### src/rtl/nand_pos_pkg.sv
package nand_pos_pkg;

    // position field is exposed as two register bytes
    localparam int POS_W = 16;

    typedef enum logic [3:0] {
        RA_DDATA = 4'd0,
        RA_FDATA = 4'd1,
        RA_ADC   = 4'd2,
        RA_CTRL  = 4'd3,
        RA_POSH  = 4'd4,
        RA_POSL  = 4'd5,
        RA_ECC   = 4'd6,
        RA_LBAW  = 4'd7,
        RA_LBAH  = 4'd8,
        RA_LBAL  = 4'd9
    } reg_addr_e;

    // control write bits
    localparam int CB_START  = 0;
    localparam int CB_STOP   = 1;
    localparam int CB_IRQCLR = 2;

    typedef struct packed {
        logic [7:0] hi;
        logic [7:0] lo;
        logic       ptr;
    } lba_st_t;

endpackage

### src/rtl/nand_pos_cnt.sv
module nand_pos_cnt
    import nand_pos_pkg::*;
#(
    parameter int DATA_BYTES  = 2048,
    parameter int SPARE_BYTES = 64
) (
    input  logic             clk,
    input  logic             rst_n,
    input  logic             adv_i,
    input  logic             start_i,
    input  logic             ld_ok_i,
    input  logic             ld_hi_i,
    input  logic             ld_lo_i,
    input  logic [7:0]       ld_data_i,
    output logic [POS_W-1:0] pos_o
);
    localparam int TOTAL = DATA_BYTES + SPARE_BYTES;
    localparam logic [POS_W-1:0] TOTAL_P = POS_W'(TOTAL);

    typedef struct packed {
        logic [POS_W-1:0] pos;
    } st_t;

    st_t              q, d;
    logic [POS_W-1:0] ld_val;

    always_comb begin
        d      = q;
        ld_val = q.pos;
        if (ld_hi_i) ld_val[15:8] = ld_data_i;
        if (ld_lo_i) ld_val[7:0]  = ld_data_i;
        if (start_i && q.pos == TOTAL_P) begin
            d.pos = '0;
        end else if (ld_ok_i && (ld_hi_i || ld_lo_i)) begin
            d.pos = (ld_val > TOTAL_P) ? TOTAL_P : ld_val;
        end else if (adv_i && q.pos < TOTAL_P) begin
            d.pos = q.pos + 1'b1;
        end
    end

    always_ff @(posedge clk or negedge rst_n) begin
        if (!rst_n) q <= '0;
        else        q <= d;
    end

    assign pos_o = q.pos;
endmodule

### src/rtl/nand_run_ctl.sv
module nand_run_ctl
    import nand_pos_pkg::*;
#(
    parameter int DATA_BYTES   = 2048,
    parameter int SPARE_BYTES  = 64,
    parameter int SECTOR_BYTES = 512,
    parameter int ECC_W        = 3
) (
    input  logic             clk,
    input  logic             rst_n,
    input  logic             start_i,
    input  logic             stop_i,
    input  logic             irq_clr_i,
    input  logic             flow_eop_i,
    input  logic             flow_done_i,
    input  logic [POS_W-1:0] pos_i,
    output logic             run_o,
    output logic             pend_o,
    output logic             irq_o,
    output logic [ECC_W-1:0] ecc_o
);
    localparam int SEC_SH = $clog2(SECTOR_BYTES);
    localparam logic [POS_W-1:0] DATA_P  = POS_W'(DATA_BYTES);
    localparam logic [POS_W-1:0] TOTAL_P = POS_W'(DATA_BYTES + SPARE_BYTES);

    typedef struct packed {
        logic             run;
        logic             pend;
        logic             irq;
        logic [POS_W-1:0] off;
        logic [ECC_W-1:0] ecc;
    } st_t;

    st_t  q, d;
    logic spare_act;

    assign spare_act = q.run && (pos_i >= DATA_P) && (pos_i < TOTAL_P);

    always_comb begin
        d = q;
        if (stop_i) begin
            if (spare_act) begin
                d.pend = 1'b1;
            end else begin
                d.run  = 1'b0;
                d.pend = 1'b0;
            end
        end else if (start_i) begin
            d.run  = 1'b1;
            d.pend = 1'b0;
            d.off  = (pos_i == TOTAL_P) ? '0 : pos_i;
        end else if (q.pend && !spare_act) begin
            d.run  = 1'b0;
            d.pend = 1'b0;
        end

        if (flow_done_i)    d.irq = 1'b1;
        else if (irq_clr_i) d.irq = 1'b0;

        if (flow_eop_i) begin
            if (q.off >= DATA_P) d.ecc = '0;
            else                 d.ecc = ECC_W'((DATA_P - q.off) >> SEC_SH);
        end
    end

    always_ff @(posedge clk or negedge rst_n) begin
        if (!rst_n) q <= '0;
        else        q <= d;
    end

    assign run_o  = q.run;
    assign pend_o = q.pend;
    assign irq_o  = q.irq;
    assign ecc_o  = q.ecc;
endmodule

### src/rtl/nand_lba_desc.sv
module nand_lba_desc
    import nand_pos_pkg::*;
(
    input  logic        clk,
    input  logic        rst_n,
    input  logic        wr_i,
    input  logic [7:0]  data_i,
    output logic [15:0] lba_o
);
    lba_st_t q, d;

    always_comb begin
        d = q;
        if (wr_i) begin
            if (!q.ptr) d.hi = data_i;
            else        d.lo = data_i;
            d.ptr = ~q.ptr;
        end
    end

    always_ff @(posedge clk or negedge rst_n) begin
        if (!rst_n) q <= '0;
        else        q <= d;
    end

    assign lba_o = {q.hi, q.lo};
endmodule

### src/rtl/nand_pos_tracker.sv
module nand_pos_tracker
    import nand_pos_pkg::*;
#(
    parameter int DATA_BYTES   = 2048,
    parameter int SPARE_BYTES  = 64,
    parameter int SECTOR_BYTES = 512,
    localparam int ECC_W       = $clog2(DATA_BYTES / SECTOR_BYTES + 1)
) (
    input  logic             clk,
    input  logic             rst_n,
    input  logic             reg_wr,
    input  logic             reg_rd,
    input  logic [3:0]       reg_addr,
    input  logic [7:0]       reg_wdata,
    output logic [7:0]       reg_rdata,
    input  logic             debug_mode,
    input  logic             flow_eop,
    input  logic             flow_done,
    output logic             run_o,
    output logic [POS_W-1:0] pos_o,
    output logic [ECC_W-1:0] ecc_cnt_o,
    output logic [15:0]      lba_o,
    output logic             irq_o
);
    typedef struct packed {
        logic [7:0] rdata;
    } rd_st_t;

    rd_st_t rd_q, rd_d;
    logic   adv, ctrl_wr, start, stop, irq_clr, pend;

    assign adv = (reg_wr && (reg_addr == RA_DDATA || reg_addr == RA_FDATA))
              || (reg_rd && reg_addr == RA_FDATA);
    assign ctrl_wr = reg_wr && (reg_addr == RA_CTRL);
    assign start   = ctrl_wr && reg_wdata[CB_START];
    assign stop    = ctrl_wr && reg_wdata[CB_STOP];
    assign irq_clr = ctrl_wr && reg_wdata[CB_IRQCLR];

    nand_pos_cnt #(
        .DATA_BYTES (DATA_BYTES),
        .SPARE_BYTES(SPARE_BYTES)
    ) u_cnt (
        .clk      (clk),
        .rst_n    (rst_n),
        .adv_i    (adv),
        .start_i  (start && !stop),
        .ld_ok_i  (debug_mode && !run_o),
        .ld_hi_i  (reg_wr && reg_addr == RA_POSH),
        .ld_lo_i  (reg_wr && reg_addr == RA_POSL),
        .ld_data_i(reg_wdata),
        .pos_o    (pos_o)
    );

    nand_run_ctl #(
        .DATA_BYTES  (DATA_BYTES),
        .SPARE_BYTES (SPARE_BYTES),
        .SECTOR_BYTES(SECTOR_BYTES),
        .ECC_W       (ECC_W)
    ) u_ctl (
        .clk        (clk),
        .rst_n      (rst_n),
        .start_i    (start),
        .stop_i     (stop),
        .irq_clr_i  (irq_clr),
        .flow_eop_i (flow_eop),
        .flow_done_i(flow_done),
        .pos_i      (pos_o),
        .run_o      (run_o),
        .pend_o     (pend),
        .irq_o      (irq_o),
        .ecc_o      (ecc_cnt_o)
    );

    nand_lba_desc u_lba (
        .clk   (clk),
        .rst_n (rst_n),
        .wr_i  (reg_wr && reg_addr == RA_LBAW),
        .data_i(reg_wdata),
        .lba_o (lba_o)
    );

    always_comb begin
        rd_d = rd_q;
        if (reg_rd) begin
            case (reg_addr)
                RA_CTRL: rd_d.rdata = {5'b0, irq_o, pend, run_o};
                RA_POSH: rd_d.rdata = pos_o[15:8];
                RA_POSL: rd_d.rdata = pos_o[7:0];
                RA_ECC:  rd_d.rdata = 8'(ecc_cnt_o);
                RA_LBAH: rd_d.rdata = lba_o[15:8];
                RA_LBAL: rd_d.rdata = lba_o[7:0];
                default: rd_d.rdata = 8'h00;
            endcase
        end
    end

    always_ff @(posedge clk or negedge rst_n) begin
        if (!rst_n) rd_q <= '0;
        else        rd_q <= rd_d;
    end

    assign reg_rdata = rd_q.rdata;
endmodule

### config.mk
export PLATFORM = sky130hd
export DESIGN_NAME = nand_pos_tracker
export DESIGN_NICKNAME = d
export VERILOG_FILES = /design/src/rtl/nand_pos_pkg.sv /design/src/rtl/nand_pos_cnt.sv /design/src/rtl/nand_run_ctl.sv /design/src/rtl/nand_lba_desc.sv /design/src/rtl/nand_pos_tracker.sv
export SDC_FILE = /design/constraint.sdc
export NUM_CORES = 1
export LEC_CHECK = 0
export BUFFER_PORTS_ARGS = -buffer_cell sky130_fd_sc_hd__buf_2
export CORE_ASPECT_RATIO = 0.8
export CORE_MARGIN = 10
export CORE_UTILIZATION = 25
export CTS_BUF_LIST = sky130_fd_sc_hd__clkbuf_8
export CTS_CLUSTER_DIAMETER = 150
export DETAILED_ROUTE_END_ITERATION = 7
export PLACE_DENSITY = 0.42
export SYNTH_ARGS = -nofsm -noshare
export SYNTH_HDL_FRONTEND = slang
export SYNTH_SLANG_ARGS = --single-unit
### constraint.sdc
create_clock -name clk -period 2.4 [get_ports clk]
set_input_delay 0.24 -clock clk [delete_from_list [all_inputs] [get_ports clk]]
set_output_delay 0.24 -clock clk [all_outputs]
set_load 0.01 [all_outputs]
# Yosys cells after proc, flatten, opt, wreduce, memory -nomap -nowiden
# Cells that the tools add are included.
totals:
  reg_bits: 63
  latch_bits: 0
  mem_bits_rw: 0
  romBits: 0
  output_inout_bits: 45
  mem_count: 0
op_classes:
  addsub: 2
  mul: 0
  div: 0
  order_cmp: 4
  n_eq_ne: 10
  shift: 0
  mux: 16
  bitwise: 2
  reduce_logical: 31
op_table:
  columns: ["op", "n"]
  rows:
  - ["2-to-1 mux 16 bit", 5]
  - ["one-hot mux 8 bit (6 select lines)", 1]
  - ["greater-or-equal comparator 16 x 12 -> 1 bit (second input constant)", 2]
  - ["logical AND 1 bit", 17]
  - ["adder 16 x 1 -> 16 bit (second input constant)", 1]
  - ["equality test 16 x 12 -> 1 bit (second input constant)", 1]
  - ["equality test 4 x 3 -> 1 bit (second input constant)", 4]
  - ["greater-than comparator 16 x 12 -> 1 bit (second input constant)", 1]
  - ["less-than comparator 16 x 12 -> 1 bit (second input constant)", 1]
  - ["2-to-1 mux 8 bit", 2]
  - ["subtractor 12 bit (first input constant)", 1]
  - ["equality test 4 bit (second input constant)", 2]
  - ["AND reduction 2 bit", 4]
  - ["2-to-1 mux 2 bit", 3]
  - ["nonzero test 3 bit", 2]
  - ["equality test 4 x 1 -> 1 bit (second input constant)", 1]
  - ["equality test 4 x 2 -> 1 bit (second input constant)", 1]
  - ["zero test 4 bit", 1]
  - ["2-to-1 mux 1 bit", 4]
  - ["zero test 1 bit", 3]
  - ["logical OR 1 bit", 3]
  - ["2-to-1 mux 3 bit", 1]
  - ["!= test 2 bit (second input constant)", 1]
  - ["NOT 1 bit", 2]
  - ["nonzero test 2 bit", 1]

# Depth between registers and ports, before layout
logic_depth:
  ltp_word: 8
  mapped_depth: 9
  ltp_nobuf: 7

# Hierarchy
# From an unflattened synthesis, not the netlist that was laid out.
unflattened:
  hier_cells: 390
  area_unflattened_um2: 3799.9
by_module_without_submodules:
  columns: ["module", "n_inst", "cells_per_inst", "area_each_um2"]
  rows:
  - ["nand_pos_cnt", 1, 136, 1178.6]
  - ["nand_run_ctl", 1, 109, 979.7]
  - ["nand_pos_tracker", 1, 92, 853.3]
  - ["nand_lba_desc", 1, 53, 788.3]

# Worst setup path before layout
# Ideal clock, no wire load.
synth_timing:
  kind: "reg2reg"
  startpoint: "reg u_cnt.q, in the netlist u_cnt.pos_o[14]"
  endpoint: "reg u_cnt.q, in the netlist u_cnt.pos_o[8]"
  setup_time_ns: 0.132
  arrival_time_ns: 2.084
  slack_ns: 0.184
  stages_incl_launch_ff: 8
  n_path_buf: 1
  synth_period_minus_slack_ns: 2.216
  cell_sequence: "dfrtp_1 or4_4 or2_4 nor4_4 nor3_2 buf_6 o21ai_2 o221ai_2"
synth_between:
  elab_chain_cells: 5
synth_rtl:
  columns: ["item", "line_no", "source"]
  rows:
  - ["start, declared", "nand_pos_cnt.sv:24", "st_t q, d;"]
  - ["start signal, assigned", "nand_pos_cnt.sv:42", "if (!rst_n) q <= '0;"]
  - ["start signal, assigned", "nand_pos_cnt.sv:43", "else q <= d;"]
  - ["2-to-1 mux 8 bit", "nand_pos_cnt.sv:30", "if (ld_hi_i) ld_val[15:8] = ld_data_i;"]
  - ["greater-than comparator 16 x 12 -> 1 bit", "nand_pos_cnt.sv:35", "d.pos = (ld_val > TOTAL_P) ? TOTAL_P : ld_val;"]
  - ["2-to-1 mux 16 bit", "nand_pos_cnt.sv:35", null]
  - ["2-to-1 mux 16 bit", "nand_pos_cnt.sv:34", "end else if (ld_ok_i && (ld_hi_i || ld_lo_i)) begin"]
  - ["2-to-1 mux 16 bit", "nand_pos_cnt.sv:32", "if (start_i && q.pos == TOTAL_P) begin"]
# Parallel ways exist; a longest one is shown, timed or not.
# A chain may end at the register's enable or synchronous reset.

# Final worst setup path
layout_timing:
  startpoint: "reg u_cnt.q, in the netlist u_cnt.pos_o[13]"
  endpoint: "reg u_cnt.q, in the netlist u_cnt.pos_o[2]"
# Same word-level chain as after synthesis.

==> impl_metrics.py <==
metrics = {
    "run_status": {
        "status": "complete, no violations",
    },
    "placement": {
        "place_area_um2": 4175,
        "dp_cells": 606,
        "numPortBuffers": 63,
        "place_congestion": 0.8734,
        "dp_hpwl_mm": 9.289,
        "pre_cts_slack_ns": 0.1616,
    },
    "die": {
        "start_util_pct": 25.43,
        "rows": 39,
        "ios": 64,
        "die_area_um2": 19740,
        "fp.dieH_um": 127.7,
        "die_x_um": 154.6,
        "core_area_um2": 14250,
    },
    "critical_path": {
        "end_kind": "register",
        "crit_type": "reg -> reg",
        "crit_path_start_kind": "register",
        "r2r_cells": 6,
        "arrival_ns": 2.47,
        "r2r-end": "u_cnt.pos_o[2]",
        "reg2reg_slack_ns": 0.17,
        "worst-path-max-fanout": 11,
        "cp.required_ns": 2.64,
        "reg2reg_from": "u_cnt.pos_o[13]",
    },
    "routing": {
        "highest_layer": "met4",
        "dr_wl_met3_um": 733,
        "avgRoutedWirePerCell_um": 19.38,
        "drt_iter0_drc": 192,
        "routed_wl_mm": 12.07,
        "first_pass_iters": 5,
        "viasPerCell": 5.021,
        "wl_met1_mm": 5.997,
        "drc": 0,
        "route.vias.total": 3128,
        "ant_nets": 0,
        "routed-wl-met2_mm": 5.196,
    },
    "power": {
        "p_leak_nw": 2.041,
        "vdd_ir_drop_max_uv": 305.4,
        "power_density_nw_per_um2": 776.3,
    },
    "timing": {
        "finalSetupViolations": 0,
        "fin_tns_setup_ns": 0,
        "worst_pin_slew_ns": 0.7356,
        "period_minus_slack_ns": 2.230,
        "hold_viol": 0,
        "slew_viol_final": 0,
        "fmax_mhz": 448.5,
        "fin_worst_skew_ns": 0.007105,
        "rsz0062_at_grt": "false",
        "layout_setup_ws_ns": 0.1705,
        "relSlewSlack_pct": 50.69,
        "fin_crit_sh_pct": 92.90,
    },
    "hold_path": {
        "hold_start": "flow_done",
        "hold_path_class": "in -> reg",
        "holdPathStages": 2,
        "hold_path_end": "u_ctl.irq_o",
    },
    "logic_synthesis": {
        "synthCells": 368,
        "synthTopCellsByArea": "dfrtp_1 44%, mux2_2 9.6%, buf_4 3.9%",
        "syn_nets": 389,
        "ys_warn_count": 0,
        "ys.flop_type": "dfrtp_1",
        "synth-edff-count": 0,
        "syn_avg_cell_area_um2": 9.846,
        "syn_area_um2": 3623,
        "ys_seq_elements": 63,
        "synth-async-reset-ratio_pct": 100.0,
        "synth-seq-area-share_pct": 43.51,
        "yosysMostFrequentCell": "dfrtp_1",
        "yosysTopAreaCellShare_pct": 43.51,
        "synth.largest_area_cell": "dfrtp_1",
        "netlist_top_cells_count": "63 x dfrtp_1, 31 x mux2_2, 30 x nor2_1",
        "synth_cell_type_count": 58,
    },
    "clocking": {
        "cts.clk_slew.worst_paths_ns": 0.07,
        "cts_htree_levels": 3,
        "cts_tree": "built",
        "cts_resized": 0,
        "insertion_delay_ns": 0.36,
        "cts_root_buffer": "clkbuf_8",
        "clock_path_buffers": 2,
        "cts.sinks": 63,
        "numCtsBuffers": 9,
    },
    "global_route": {
        "grt_pass1_wl_mm": 18.98,
        "antenna_found_initial": 0,
        "grt.total_usage_pct": 12.20,
        "grt_max_degree": 27,
        "grt_pass1_vias": 3179,
        "grt-ovfl-total": 0,
    },
    "cells_and_area": {
        "area_growth_pct": 22.27,
        "antennaDiodeCount": 0,
        "fin_nets": 455,
        "layout-drive-gt1-share_pct": 34.62,
        "fin_area_um2": 4431,
        "fin_cells": 623,
    },
    "flow_run": {
        "cap_violations": 0,
    },
}
-- layout by cell type (no fill, tap or decap), types with 4 or more instances in the layout --
cell,synthesis,final
inv_1,13,13
or4_1,4,4
or3_1,4,4
mux2_2,31,31
a22oi_1,11,11
buf_2,5,63
nor2_1,30,30
o21ai_1,6,6
dfrtp_1,63,63
nand3_1,16,16
and3_1,4,4
buf_4,19,29
nor4_1,5,5
nand2_1,24,24
o21ai_0,10,10
a21oi_1,13,13
nand3b_1,4,4
and2_1,7,7
o211ai_1,6,6
o22ai_1,8,8
nor2b_1,5,5
o22a_1,5,5
clkbuf_8,0,10
mux2i_1,10,10
-- kinds of logic after synthesis --
logic type               after synthesis  share of synthesized area, %
AO/OA/AOI/OAI                         82                         16.02
XOR/XNOR                               4                        0.9670
adder cells (fa/ha/maj)                2                        0.6905
buffers and inverters                 52                         7.735
flip-flops                            63                         43.51
multiplexers                          41                         12.40
AND/OR/NAND/NOR                      124                         18.68
-- worst max-delay path by stage --
| stage | from | endpoint | slack (ns) | cells past startpoint |
|---|---|---|---|---|
| after floorplan | u_cnt.pos_o[14] | u_cnt.pos_o[8] | 0.18 | 7 |
| after global placement | reg_wdata[1] | u_cnt.pos_o[9] | 0.17 | 7 |
| after detailed placement | reg_wdata[1] | u_cnt.pos_o[3] | 0.16 | 7 |
| after CTS | u_cnt.pos_o[13] | u_cnt.pos_o[6] | 0.17 | 6 |
| after global routing | u_cnt.pos_o[12] | u_cnt.pos_o[6] | 0.008 | 6 |
| final | u_cnt.pos_o[13] | u_cnt.pos_o[2] | 0.17 | 6 |
-- state kept, by name, summed over array words and instances (netlist names), 3 cells and up --
| name | cells |
|---|---|
| reg_rdata | 8 |
| u_cnt.pos_o | 16 |
| u_ctl.ecc_o | 3 |
| u_ctl.q | 16 |
| u_lba.lba_o | 16 |
-- worst max-delay path, stage by stage (launching register included) --
cell and delay, ns:
dfrtp_1 0.42, or4_4 0.57, or2_4 0.26, nor4_4 0.35, nor3_2 0.21, o21ai_0 0.20, o211ai_1 0.10
-- what timing repair did --
item                                   in CTS  in global routing
buffers inserted                            0                  0
endpoints found under the hold margin      24                  0
hold buffers                                1                  0
-- metrics by stage --
step / util [%] / hold slack [ns] / total power [mW]
detailed placement: 29.30 / 0.3132 / 2.311
floorplan: - / -0.05559 / 2.027
global route: 31.09 / 0.06127 / 3.646
finish: 31.09 / 0.06721 / 3.439
CTS: 31.09 / 0.05806 / 3.490
global placement: 29.30 / 0.3117 / 2.311
-- report_power, final --
group | internal (mW) | switching, mW | leakage [nW]
clock network | 0.714 | 0.449 | 0.122
registers | 1.24 | 0.176 | 0.827
logic | 0.389 | 0.468 | 1.09
total | 2.35 | 1.09 | 2.04
-- cell type report --
class                           count  area, um^2
Inverter                           13       48.80
Timing Repair Buffer               94       563.0
Clock inverter                      6       107.6
Multi-Input combinational cell    253        1767
Clock buffer                       10       137.6
Fill cell                        1506        9818
Tap cell                          184       230.2
Sequential cell                    63        1577
-- routing by layer --
| layer | track usage (%) | vias to the layer above |
|---|---|---|
| li1 | - | 1461 |
| met1 | 17.38 | 1566 |
| met2 | 17.16 | 88 |
| met3 | 3.890 | 13 |
| met4 | 3.272 | 0 |
| met5 | 0 | - |
Power figures use the tool's default switching activity.
